<file path="src/rtl/sram_lane_pkg.sv">
package sram_lane_pkg;

  typedef enum logic [1:0] {
    ORG_X32 = 2'b00,
    ORG_X16 = 2'b01,
    ORG_X8  = 2'b10
  } org_e;

  typedef enum logic [2:0] {
    PH_IDLE,
    PH_WAIT,
    PH_WSET,
    PH_WSTB,
    PH_RD
  } phase_e;

endpackage

</file>
<file path="src/rtl/sram_addr_map.sv">
module sram_addr_map
  import sram_lane_pkg::*;
#(
  parameter int AW     = 17,
  parameter int LANES  = 4,
  parameter int LANE_W = 8,
  localparam int SEL_W = $clog2(LANES),
  localparam int HAW   = AW + SEL_W,
  localparam int DW    = LANES * LANE_W,
  localparam int HALF  = LANES / 2
) (
  input  logic [1:0]       org_i,
  input  logic [HAW-1:0]   haddr_i,
  input  logic [LANES-1:0] be_i,
  input  logic [DW-1:0]    wdata_i,
  output logic [AW-1:0]    waddr_o,
  output logic [LANES-1:0] mask_o,
  output logic [DW-1:0]    wlanes_o,
  output logic [SEL_W-1:0] sel_o
);

  always_comb begin
    case (org_i)
      ORG_X32: begin
        waddr_o  = haddr_i[AW-1:0];
        mask_o   = be_i;
        wlanes_o = wdata_i;
        sel_o    = '0;
      end
      ORG_X16: begin
        waddr_o  = haddr_i[AW:1];
        mask_o   = haddr_i[0] ? {be_i[HALF-1:0], {HALF{1'b0}}}
                              : {{HALF{1'b0}}, be_i[HALF-1:0]};
        wlanes_o = {2{wdata_i[DW/2-1:0]}};
        sel_o    = SEL_W'(haddr_i[0]);
      end
      default: begin
        waddr_o  = haddr_i[AW+SEL_W-1:SEL_W];
        mask_o   = LANES'(be_i[0]) << haddr_i[SEL_W-1:0];
        wlanes_o = {LANES{wdata_i[LANE_W-1:0]}};
        sel_o    = haddr_i[SEL_W-1:0];
      end
    endcase
  end

endmodule

</file>
<file path="src/rtl/sram_rd_steer.sv">
module sram_rd_steer
  import sram_lane_pkg::*;
#(
  parameter int LANES  = 4,
  parameter int LANE_W = 8,
  localparam int SEL_W = $clog2(LANES),
  localparam int DW    = LANES * LANE_W
) (
  input  logic [1:0]       org_i,
  input  logic [SEL_W-1:0] sel_i,
  input  logic [LANES-1:0] mask_i,
  input  logic [DW-1:0]    dq_i,
  output logic [DW-1:0]    rdata_o
);

  logic [DW-1:0] gated;

  // unselected lanes float on the board: never pass them through
  for (genvar i = 0; i < LANES; i++) begin : g_gate
    assign gated[i*LANE_W +: LANE_W] = mask_i[i] ? dq_i[i*LANE_W +: LANE_W] : '0;
  end

  always_comb begin
    rdata_o = '0;
    case (org_i)
      ORG_X32: rdata_o = gated;
      ORG_X16: rdata_o[DW/2-1:0] = sel_i[0] ? gated[DW-1:DW/2] : gated[DW/2-1:0];
      default: rdata_o[LANE_W-1:0] = gated[sel_i*LANE_W +: LANE_W];
    endcase
  end

endmodule

</file>
<file path="src/rtl/sram_phase_fsm.sv">
module sram_phase_fsm
  import sram_lane_pkg::*;
#(
  parameter int LANES     = 4,
  parameter int SETUP_CYC = 1,
  parameter int WE_CYC    = 4,
  parameter int READ_CYC  = 5,
  parameter int TURN_CYC  = 3,
  localparam int MAX_A    = (SETUP_CYC > WE_CYC) ? SETUP_CYC : WE_CYC,
  localparam int MAX_CYC  = (MAX_A > READ_CYC) ? MAX_A : READ_CYC,
  localparam int CNT_W    = $clog2(MAX_CYC + 2),
  localparam int TURN_W   = $clog2(TURN_CYC + 2)
) (
  input  logic             clk_i,
  input  logic             rst_ni,
  input  logic             req_i,
  input  logic             wr_i,
  input  logic [LANES-1:0] mask_i,
  output logic             accept_o,
  output logic             rd_cap_o,
  output logic             ack_o,
  output logic [LANES-1:0] ce_no,
  output logic [LANES-1:0] we_no,
  output logic             oe_no,
  output logic [LANES-1:0] dq_oe_o
);

  phase_e            state_q;
  logic [CNT_W-1:0]  cnt_q;
  logic [TURN_W-1:0] turn_q;
  logic              ack_q;

  assign accept_o = (state_q == PH_IDLE) && req_i;
  assign rd_cap_o = (state_q == PH_RD) && (cnt_q == '0);
  assign ack_o    = ack_q;

  always_ff @(posedge clk_i or negedge rst_ni) begin
    if (!rst_ni) begin
      state_q <= PH_IDLE;
      cnt_q   <= '0;
      turn_q  <= '0;
      ack_q   <= 1'b0;
    end else begin
      ack_q <= 1'b0;
      if (turn_q != '0) turn_q <= turn_q - 1'b1;
      case (state_q)
        PH_IDLE: if (req_i) begin
          if (!wr_i) begin
            state_q <= PH_RD;
            cnt_q   <= CNT_W'(READ_CYC - 1);
          end else if (turn_q == '0) begin
            state_q <= PH_WSET;
            cnt_q   <= CNT_W'(SETUP_CYC - 1);
          end else begin
            state_q <= PH_WAIT;
          end
        end
        PH_WAIT: if (turn_q == '0) begin
          state_q <= PH_WSET;
          cnt_q   <= CNT_W'(SETUP_CYC - 1);
        end
        PH_WSET: begin
          if (cnt_q == '0) begin
            state_q <= PH_WSTB;
            cnt_q   <= CNT_W'(WE_CYC - 1);
          end else cnt_q <= cnt_q - 1'b1;
        end
        PH_WSTB: begin
          if (cnt_q == '0) begin
            state_q <= PH_IDLE;
            ack_q   <= 1'b1;
          end else cnt_q <= cnt_q - 1'b1;
        end
        PH_RD: begin
          if (cnt_q == '0) begin
            state_q <= PH_IDLE;
            ack_q   <= 1'b1;
            turn_q  <= TURN_W'(TURN_CYC);
          end else cnt_q <= cnt_q - 1'b1;
        end
        default: state_q <= PH_IDLE;
      endcase
    end
  end

  logic sel_act, strobe_act;
  assign sel_act    = (state_q == PH_WSET) || (state_q == PH_WSTB) || (state_q == PH_RD);
  assign strobe_act = (state_q == PH_WSTB);

  assign ce_no   = sel_act    ? ~mask_i : '1;
  assign we_no   = strobe_act ? ~mask_i : '1;
  assign dq_oe_o = strobe_act ?  mask_i : '0;
  assign oe_no   = (state_q != PH_RD);

  // checker state
  logic [CNT_W-1:0]  we_run_q;
  logic [TURN_W-1:0] rd_gap_q;
  always_ff @(posedge clk_i or negedge rst_ni) begin
    if (!rst_ni) begin
      we_run_q <= '0;
      rd_gap_q <= TURN_W'(TURN_CYC);
    end else begin
      we_run_q <= (&we_no) ? '0 : we_run_q + 1'b1;
      if (!oe_no) rd_gap_q <= '0;
      else if (rd_gap_q < TURN_W'(TURN_CYC)) rd_gap_q <= rd_gap_q + 1'b1;
    end
  end

  a_r2_ce_leads_we: assert property (@(posedge clk_i) disable iff (!rst_ni)
    ((|(~we_no)) && !$past(|(~we_no))) |-> ($past(ce_no) == ce_no));

  a_r2_we_width: assert property (@(posedge clk_i) disable iff (!rst_ni)
    ((&we_no) && !$past(&we_no)) |-> (we_run_q == CNT_W'(WE_CYC)));

  a_r3_drive_under_we: assert property (@(posedge clk_i) disable iff (!rst_ni)
    (|dq_oe_o) |-> ((dq_oe_o & we_no) == '0));

  a_r4_oe_excludes_we: assert property (@(posedge clk_i) disable iff (!rst_ni)
    !oe_no |-> (&we_no) && (dq_oe_o == '0));

  a_r5_turnaround: assert property (@(posedge clk_i) disable iff (!rst_ni)
    ((|dq_oe_o) && !$past(|dq_oe_o)) |-> (rd_gap_q >= TURN_W'(TURN_CYC)));

  a_r2_ack_pulse: assert property (@(posedge clk_i) disable iff (!rst_ni)
    ack_o |=> !ack_o);

endmodule

</file>
<file path="src/rtl/sram_lane_ctrl.sv">
module sram_lane_ctrl #(
  parameter int AW        = 17,
  parameter int LANES     = 4,
  parameter int LANE_W    = 8,
  parameter int SETUP_CYC = 1,
  parameter int WE_CYC    = 4,
  parameter int READ_CYC  = 5,
  parameter int TURN_CYC  = 3,
  localparam int SEL_W    = $clog2(LANES),
  localparam int HAW      = AW + SEL_W,
  localparam int DW       = LANES * LANE_W
) (
  input  logic             clk_i,
  input  logic             rst_ni,
  input  logic             req_i,
  input  logic             wr_i,
  input  logic [1:0]       org_i,
  input  logic [HAW-1:0]   addr_i,
  input  logic [LANES-1:0] be_i,
  input  logic [DW-1:0]    wdata_i,
  output logic             ack_o,
  output logic [DW-1:0]    rdata_o,
  output logic [AW-1:0]    mem_addr_o,
  output logic [LANES-1:0] mem_ce_no,
  output logic [LANES-1:0] mem_we_no,
  output logic             mem_oe_no,
  output logic [DW-1:0]    mem_dq_o,
  output logic [LANES-1:0] mem_dq_oe_o,
  input  logic [DW-1:0]    mem_dq_i
);

  logic [AW-1:0]    map_addr;
  logic [LANES-1:0] map_mask;
  logic [DW-1:0]    map_wlanes;
  logic [SEL_W-1:0] map_sel;

  sram_addr_map #(.AW(AW), .LANES(LANES), .LANE_W(LANE_W)) u_map (
    .org_i    (org_i),
    .haddr_i  (addr_i),
    .be_i     (be_i),
    .wdata_i  (wdata_i),
    .waddr_o  (map_addr),
    .mask_o   (map_mask),
    .wlanes_o (map_wlanes),
    .sel_o    (map_sel)
  );

  logic             accept, rd_cap;
  logic [AW-1:0]    addr_q;
  logic [LANES-1:0] mask_q;
  logic [DW-1:0]    wl_q;
  logic [SEL_W-1:0] sel_q;
  logic [1:0]       org_q;

  always_ff @(posedge clk_i or negedge rst_ni) begin
    if (!rst_ni) begin
      addr_q <= '0;
      mask_q <= '0;
      wl_q   <= '0;
      sel_q  <= '0;
      org_q  <= '0;
    end else if (accept) begin
      addr_q <= map_addr;
      mask_q <= map_mask;
      wl_q   <= map_wlanes;
      sel_q  <= map_sel;
      org_q  <= org_i;
    end
  end

  sram_phase_fsm #(
    .LANES(LANES), .SETUP_CYC(SETUP_CYC), .WE_CYC(WE_CYC),
    .READ_CYC(READ_CYC), .TURN_CYC(TURN_CYC)
  ) u_fsm (
    .clk_i    (clk_i),
    .rst_ni   (rst_ni),
    .req_i    (req_i),
    .wr_i     (wr_i),
    .mask_i   (mask_q),
    .accept_o (accept),
    .rd_cap_o (rd_cap),
    .ack_o    (ack_o),
    .ce_no    (mem_ce_no),
    .we_no    (mem_we_no),
    .oe_no    (mem_oe_no),
    .dq_oe_o  (mem_dq_oe_o)
  );

  logic [DW-1:0] steered;

  sram_rd_steer #(.LANES(LANES), .LANE_W(LANE_W)) u_steer (
    .org_i   (org_q),
    .sel_i   (sel_q),
    .mask_i  (mask_q),
    .dq_i    (mem_dq_i),
    .rdata_o (steered)
  );

  logic [DW-1:0] rdata_q;
  always_ff @(posedge clk_i or negedge rst_ni) begin
    if (!rst_ni)     rdata_q <= '0;
    else if (rd_cap) rdata_q <= steered;
  end

  assign rdata_o    = rdata_q;
  assign mem_addr_o = addr_q;
  assign mem_dq_o   = wl_q;

  a_r9_standby_lanes: assert property (@(posedge clk_i) disable iff (!rst_ni)
    (mem_ce_no != '1) |-> ((~mem_ce_no & ~mask_q) == '0));

endmodule

</file>
<file path="config.mk">
export PLATFORM = sky130hd
export DESIGN_NAME = sram_lane_ctrl
export DESIGN_NICKNAME = d
export VERILOG_FILES = /design/src/rtl/sram_lane_pkg.sv /design/src/rtl/sram_addr_map.sv /design/src/rtl/sram_rd_steer.sv /design/src/rtl/sram_phase_fsm.sv /design/src/rtl/sram_lane_ctrl.sv
export SDC_FILE = /design/constraint.sdc
export NUM_CORES = 1
export LEC_CHECK = 0
export CELL_PAD_IN_SITES_DETAIL_PLACEMENT = 0
export CELL_PAD_IN_SITES_GLOBAL_PLACEMENT = 1
export CORE_AREA = 2 2 156 113
export CTS_CLUSTER_SIZE = 30
export DETAILED_ROUTE_END_ITERATION = 10
export DIE_AREA = 0 0 158 115
export GPL_TIMING_DRIVEN = 0
export PLACE_DENSITY_LB_ADDON = 0.1
export SKIP_CTS_REPAIR_TIMING = 1
export SLEW_MARGIN = 20
export SYNTH_ARGS = -nofsm -noshare
export SYNTH_HDL_FRONTEND = slang
export SYNTH_SLANG_ARGS = --single-unit
</file>
<file path="constraint.sdc">
create_clock -name clk_i -period 2.2 [get_ports clk_i]
set_clock_uncertainty 0.05 [all_clocks]
set_input_delay 0.44 -clock clk_i [delete_from_list [all_inputs] [get_ports clk_i]]
set_output_delay 0.44 -clock clk_i [all_outputs]
set_load 0.05 [all_outputs]
</file>
# Word level (Yosys, flattened, before mapping)
# Cells that the tools add are included.
# W data, S select, Z words.
# totals
ff_bits,99
word_cells,75
# classes
add_sub_neg,2
n_eq_ne,12
shift,2
mux,34
bitwise_logic,1
n_reduce_logical,14
# ops
cell,count
$pmux W32 S2,1
$mux W3,13
$pmux W17 S2,1
$mux W16,2
$mux W8,4
$pmux W8 S2,2
$shiftx A32 B6 Y8,1
$pmux W3 S4,2
$mux W4,4
$logic_not A3 Y1,3
$pmux W4 S2,1
$eq A3 B2 Y1 const B,2
$ne A2 B1 Y1 const B,3
$sub A3 B1 Y3 const B,2
$eq A2 B1 Y1 const B,2
$logic_not A2 Y1,2
$ne A2 B2 Y1 const B,2
$not A4 Y4,1
$pmux W2 S2,1
$reduce_and A4 Y1,1
$reduce_bool A4 Y1,1
$shl A1 B2 Y4,1
$eq A3 B1 Y1 const B,1
$eq A3 B3 Y1 const B,1
other kinds (8),11

# Longest topological paths before layout
# depth
ltp_word,5
ltp_mapped,8

# By module
# Synthesis repeated with hierarchy kept, for this count alone.
# hier_totals
hier_cells,569
hier_area_um2,6060.8
# by_module_without_submodules
module,instances,cells_each,area_per_inst_um2,seq_area_each_um2
sram_lane_ctrl,1,188,3448.3,2227.1
sram_addr_map,1,132,903.4,0.0
sram_rd_steer,1,141,867.1,0.0
sram_phase_fsm,1,108,842.1,250.2

# Least setup slack after synthesis
# OpenSTA, ideal clock, no wires.
# synth_path
kind,register -> output
startpoint,register mask_q[1]
endpoint,output port mem_we_no[1]
arrival_time_ps,1714
setup_slack_ps,-4
stages_incl_launch_ff,5
path_buffers,2
path_cell_list,dfrtp_1 -> clkbuf_1 -> buf_1 -> and3_1 -> inv_1
# synth_via
elab_chain_len,2
# synth_lines
element,line,rtl
"start, declared",sram_lane_ctrl.sv:50,logic [LANES-1:0] mask_q;
"start signal, assigned",sram_lane_ctrl.sv:64,mask_q <= map_mask;
$not A4 Y4,sram_phase_fsm.sv:91,assign we_no = strobe_act ? ~mask_i : '1;
$mux W4,sram_phase_fsm.sv:91,
"end, declared",sram_lane_ctrl.sv:25,"output logic [LANES-1:0] mem_we_no,"
# No other way between the ends.

# Worst setup path in the final report
# layout_path
startpoint,register u_fsm.state_q[1]
endpoint,output port mem_dq_oe_o[0]
# layout_via
elab_chain_len,2
# layout_lines
element,line,rtl
"start, declared",sram_phase_fsm.sv:28,phase_e state_q;
"start signal, assigned",sram_phase_fsm.sv:39,state_q <= PH_IDLE;
"start signal, assigned",sram_phase_fsm.sv:49,state_q <= PH_RD;
"start signal, assigned",sram_phase_fsm.sv:52,state_q <= PH_WSET;
$eq A3 B2 Y1,sram_phase_fsm.sv:88,assign strobe_act = (state_q == PH_WSTB);
$mux W4,sram_phase_fsm.sv:92,assign dq_oe_o = strobe_act ? mask_i : '0;
"end, declared",sram_lane_ctrl.sv:28,"output logic [LANES-1:0] mem_dq_oe_o,"
# No other way between the ends.

==> summary.txt <==
Synthesized net count: 731
Critical path arrival: 1640 ps
HP Class: flop to flop
Final Critical Period: 2130 ps
Largest net degree at the start of global routing: 56
Drt pass-1 iters: 5
Post-synthesis register bit count: 99
RSZ-0062 raised after global routing: no
Post-DR vias/cell: 5.10
CTS H-tree depth: 3
# diodes: 0
Post-route setup TNS: 0 ps
Worst path max stage delay: 320 ps
Antenna violations before repair: 0
Levels on crit path: 4
Hpwl dp: 14,600 um
Latest clock arrival within the worst-skew pair: 350 ps
Predominant post-synthesis flop cell: dfrtp_1
FP Rows: 40
Setup crit start kind: flop
Worst slew pin tran: 673 ps
Max Fclk: 0.470 GHz
P per Cell Area: 1530 nW/um^2
Die Area: 18,200 um^2
Peak VDD IR: 0.754 mV
CP dominant cell by count: clkbuf_2
Drc violations: 0
Reg-to-Reg End: rdata_o[25]$_DFFE_PN0P_
Pleak: 3.36 nW
Final period util: 96.7%
CP Cell Sequence: buf_2 > clkbuf_2 > and3_1 > clkbuf_2
Max_cap viols: 0
GRT Resource Usage Total: 21.4%
Worst Path Required: 1710 ps
Vias in the first global route: 5,312
Total wire length: 19,200 um
Die Span Y: 115 um
CP max stage cell: dfrtp_1
GR Overflow Total: 0
Avg Cell Area, Syn: 8.53 um^2
R2R depth: 6
Chip width: 158 um
Crit Path Class: flop to primary output
Synth warnings: 0
Outcome: complete, no violations
Hold path cells: 2
Hold Vio Cnt, Final: 0
Fillcell total: 1,658
Root buffer cell: clkbuf_16
Place WS: -575 ps
Reg2Reg Setup Slack: 260 ps
Setup crit end kind: primary output
Slew margin rel.: 54.8%
Clock tree buffer depth: 2
First-pass GRT wire length: 29,600 um
Starting Density: 32.3%
I/O pins: 188
Hold Slack: 428 ps
CORE AREA: 16,700 um^2
Clock-pin slew on the worst setup and hold paths: 70 ps
Setup Viol. Count Final: 0
1st-iter DRT viols: 420
Netlist cell types: 41
Routed wire per std cell: 18.0 um
Placed instance count: 1,051
DRT antenna net count: 0
I/O Buffers: 185
Post-synth EDFFs: 0
Non-filler instance count after layout: 1,065
Max-slew violations: 0
Hold_sp: rdata_o[14]$_DFFE_PN0P_
Post-Syn Area: 5410 um^2
CTS Sinks: 99
Worst flop-to-flop path startpoint: u_fsm.cnt_q[0]$_DFFE_PN0P_
Buf+Inv Stages, Crit Path: 3
Gpl congestion: 0.914
Layout cells sized above 1: 8.51%
CTS tree: yes
Final net count: 926
Hold Crit Endpoint: rdata_o[14]$_DFFE_PN0P_
Post-Syn Instances: 634
Worst setup margin: 73.5 ps
Layout area overhead: 45.6%
Final core area utilization: 47.1%
Sequential fraction of the synthesis area: 45.8%
Async SR Flop Fraction: 100%
CP delay by family, top: buffers and inverters
Max FO, Critical Path: 10
TritonCTS buffer count: 9
Vias: 5,430
## flip-flops by register name, indices dropped and copies added (netlist names)
signal / cells
u_fsm.turn_q: 3
u_fsm.state_q: 3
mem_dq_o: 32
u_fsm.cnt_q: 3
sel_q: 2
u_fsm.ack_o: 1
org_q: 2
mem_addr_o: 17
mask_q: 4
rdata_o: 32
## Yosys cell counts (8+ instances only)
cell type    n  area (um^2)
dfrtp_1     99         2480
nor2_1      52          195
mux2i_1     42          420
nand3_1     17         85.1
a31oi_1     18          113
a21oi_1     34          170
o21a_1       9         67.6
o31ai_1     24          180
o21ai_1     24          120
buf_2       20          100
clkbuf_1    24         90.1
o21ai_0     37          185
buf_6        8         90.1
inv_1       12         45.0
nand2_1    143          537
o211ai_1    24          180
## worst register-to-register path, stage by stage (launching register included)
cell and delay, ps:
dfrtp_1 360, inv_1 110, ha_1 180, nor2b_2 300
nand3_1 230, clkbuf_1 300, o31ai_1 310
## cells in the final DEF, fill, tap and decap left out, drive strengths merged, types with 4 or more instances in the layout
cell type	count
clkdlybuf4s50	171
nor2	55
mux2i	42
nand2b	4
dfrtp	99
nand3	17
o21a	9
o211ai	24
a21oi	34
buf	39
nand2	144
and3	4
clkbuf	41
inv	12
a31oi	18
o21ai	61
o31ai	24
ha	4
## report_power, final
part           internal (mW)  switching [mW]  total (mW)
Combinational           2.30            4.78        7.08
Clock                   1.06           0.736        1.80
Sequential              2.63           0.497        3.13
Total                   5.99            6.01        12.0
## routing by layer
metal / global-route usage (%) / vias to the layer above / wire length, um
li1: - / 2592 / -
met1: 31.6 / 2644 / 9330
met3: 5.24 / 13 / 1250
met5: 0 / - / 0
met4: 4.68 / 0 / 164
met2: 31.6 / 181 / 8430
## per-stage QoR
stage,power [mW],area [um^2]
final,12.0,7870
after global routing,12.7,7870
after CTS,12.1,7910
after detailed placement,10.3,7580
after global placement,10.2,7550
after floorplan,7.74,5410
## cell type report
type	instances	area [um^2]	area share, %
plain buffers	54	298	3.78
flip-flops and latches	99	2480	31.5
well taps	231	289	3.67
inverters	12	45.0	0.572
multi-input cells	466	2590	33.0
repair buffers	187	1840	23.3
clock inverters	4	72.6	0.922
clock buffers	12	256	3.26
## how the worst max path moves through the flow
stage,from,endpoint,slack (ps)
4_1_cts,mask_q[1]$_DFFE_PN0P_,mem_dq_oe_o[1],-970
5_1_grt,u_fsm.state_q[1]$_DFFE_PN0P_,mem_dq_oe_o[0],6
6_report,u_fsm.state_q[1]$_DFFE_PN0P_,mem_dq_oe_o[0],70
3_5_place_dp,mask_q[1]$_DFFE_PN0P_,mem_dq_oe_o[1],-580
3_3_place_gp,rst_ni,mem_addr_o[9]$_DFFE_PN0P_,-3300
2_1_floorplan,mask_q[3]$_DFFE_PN0P_,mem_we_no[3],100
## logic make-up (layout without fill, tap and decap cells)
logic type	count (synthesis)	after routing	share of synthesized area, %
AND/OR/NAND/NOR	235	235	17.9
multiplexers	42	42	7.78
XOR/XNOR	3	3	0.486
adder cells (fa/ha/maj)	4	4	0.926
buffers and inverters	69	269	6.44
flip-flops	99	99	45.8
AO/OA/AOI/OAI	182	182	20.7
(Power assumes the default switching activity.)
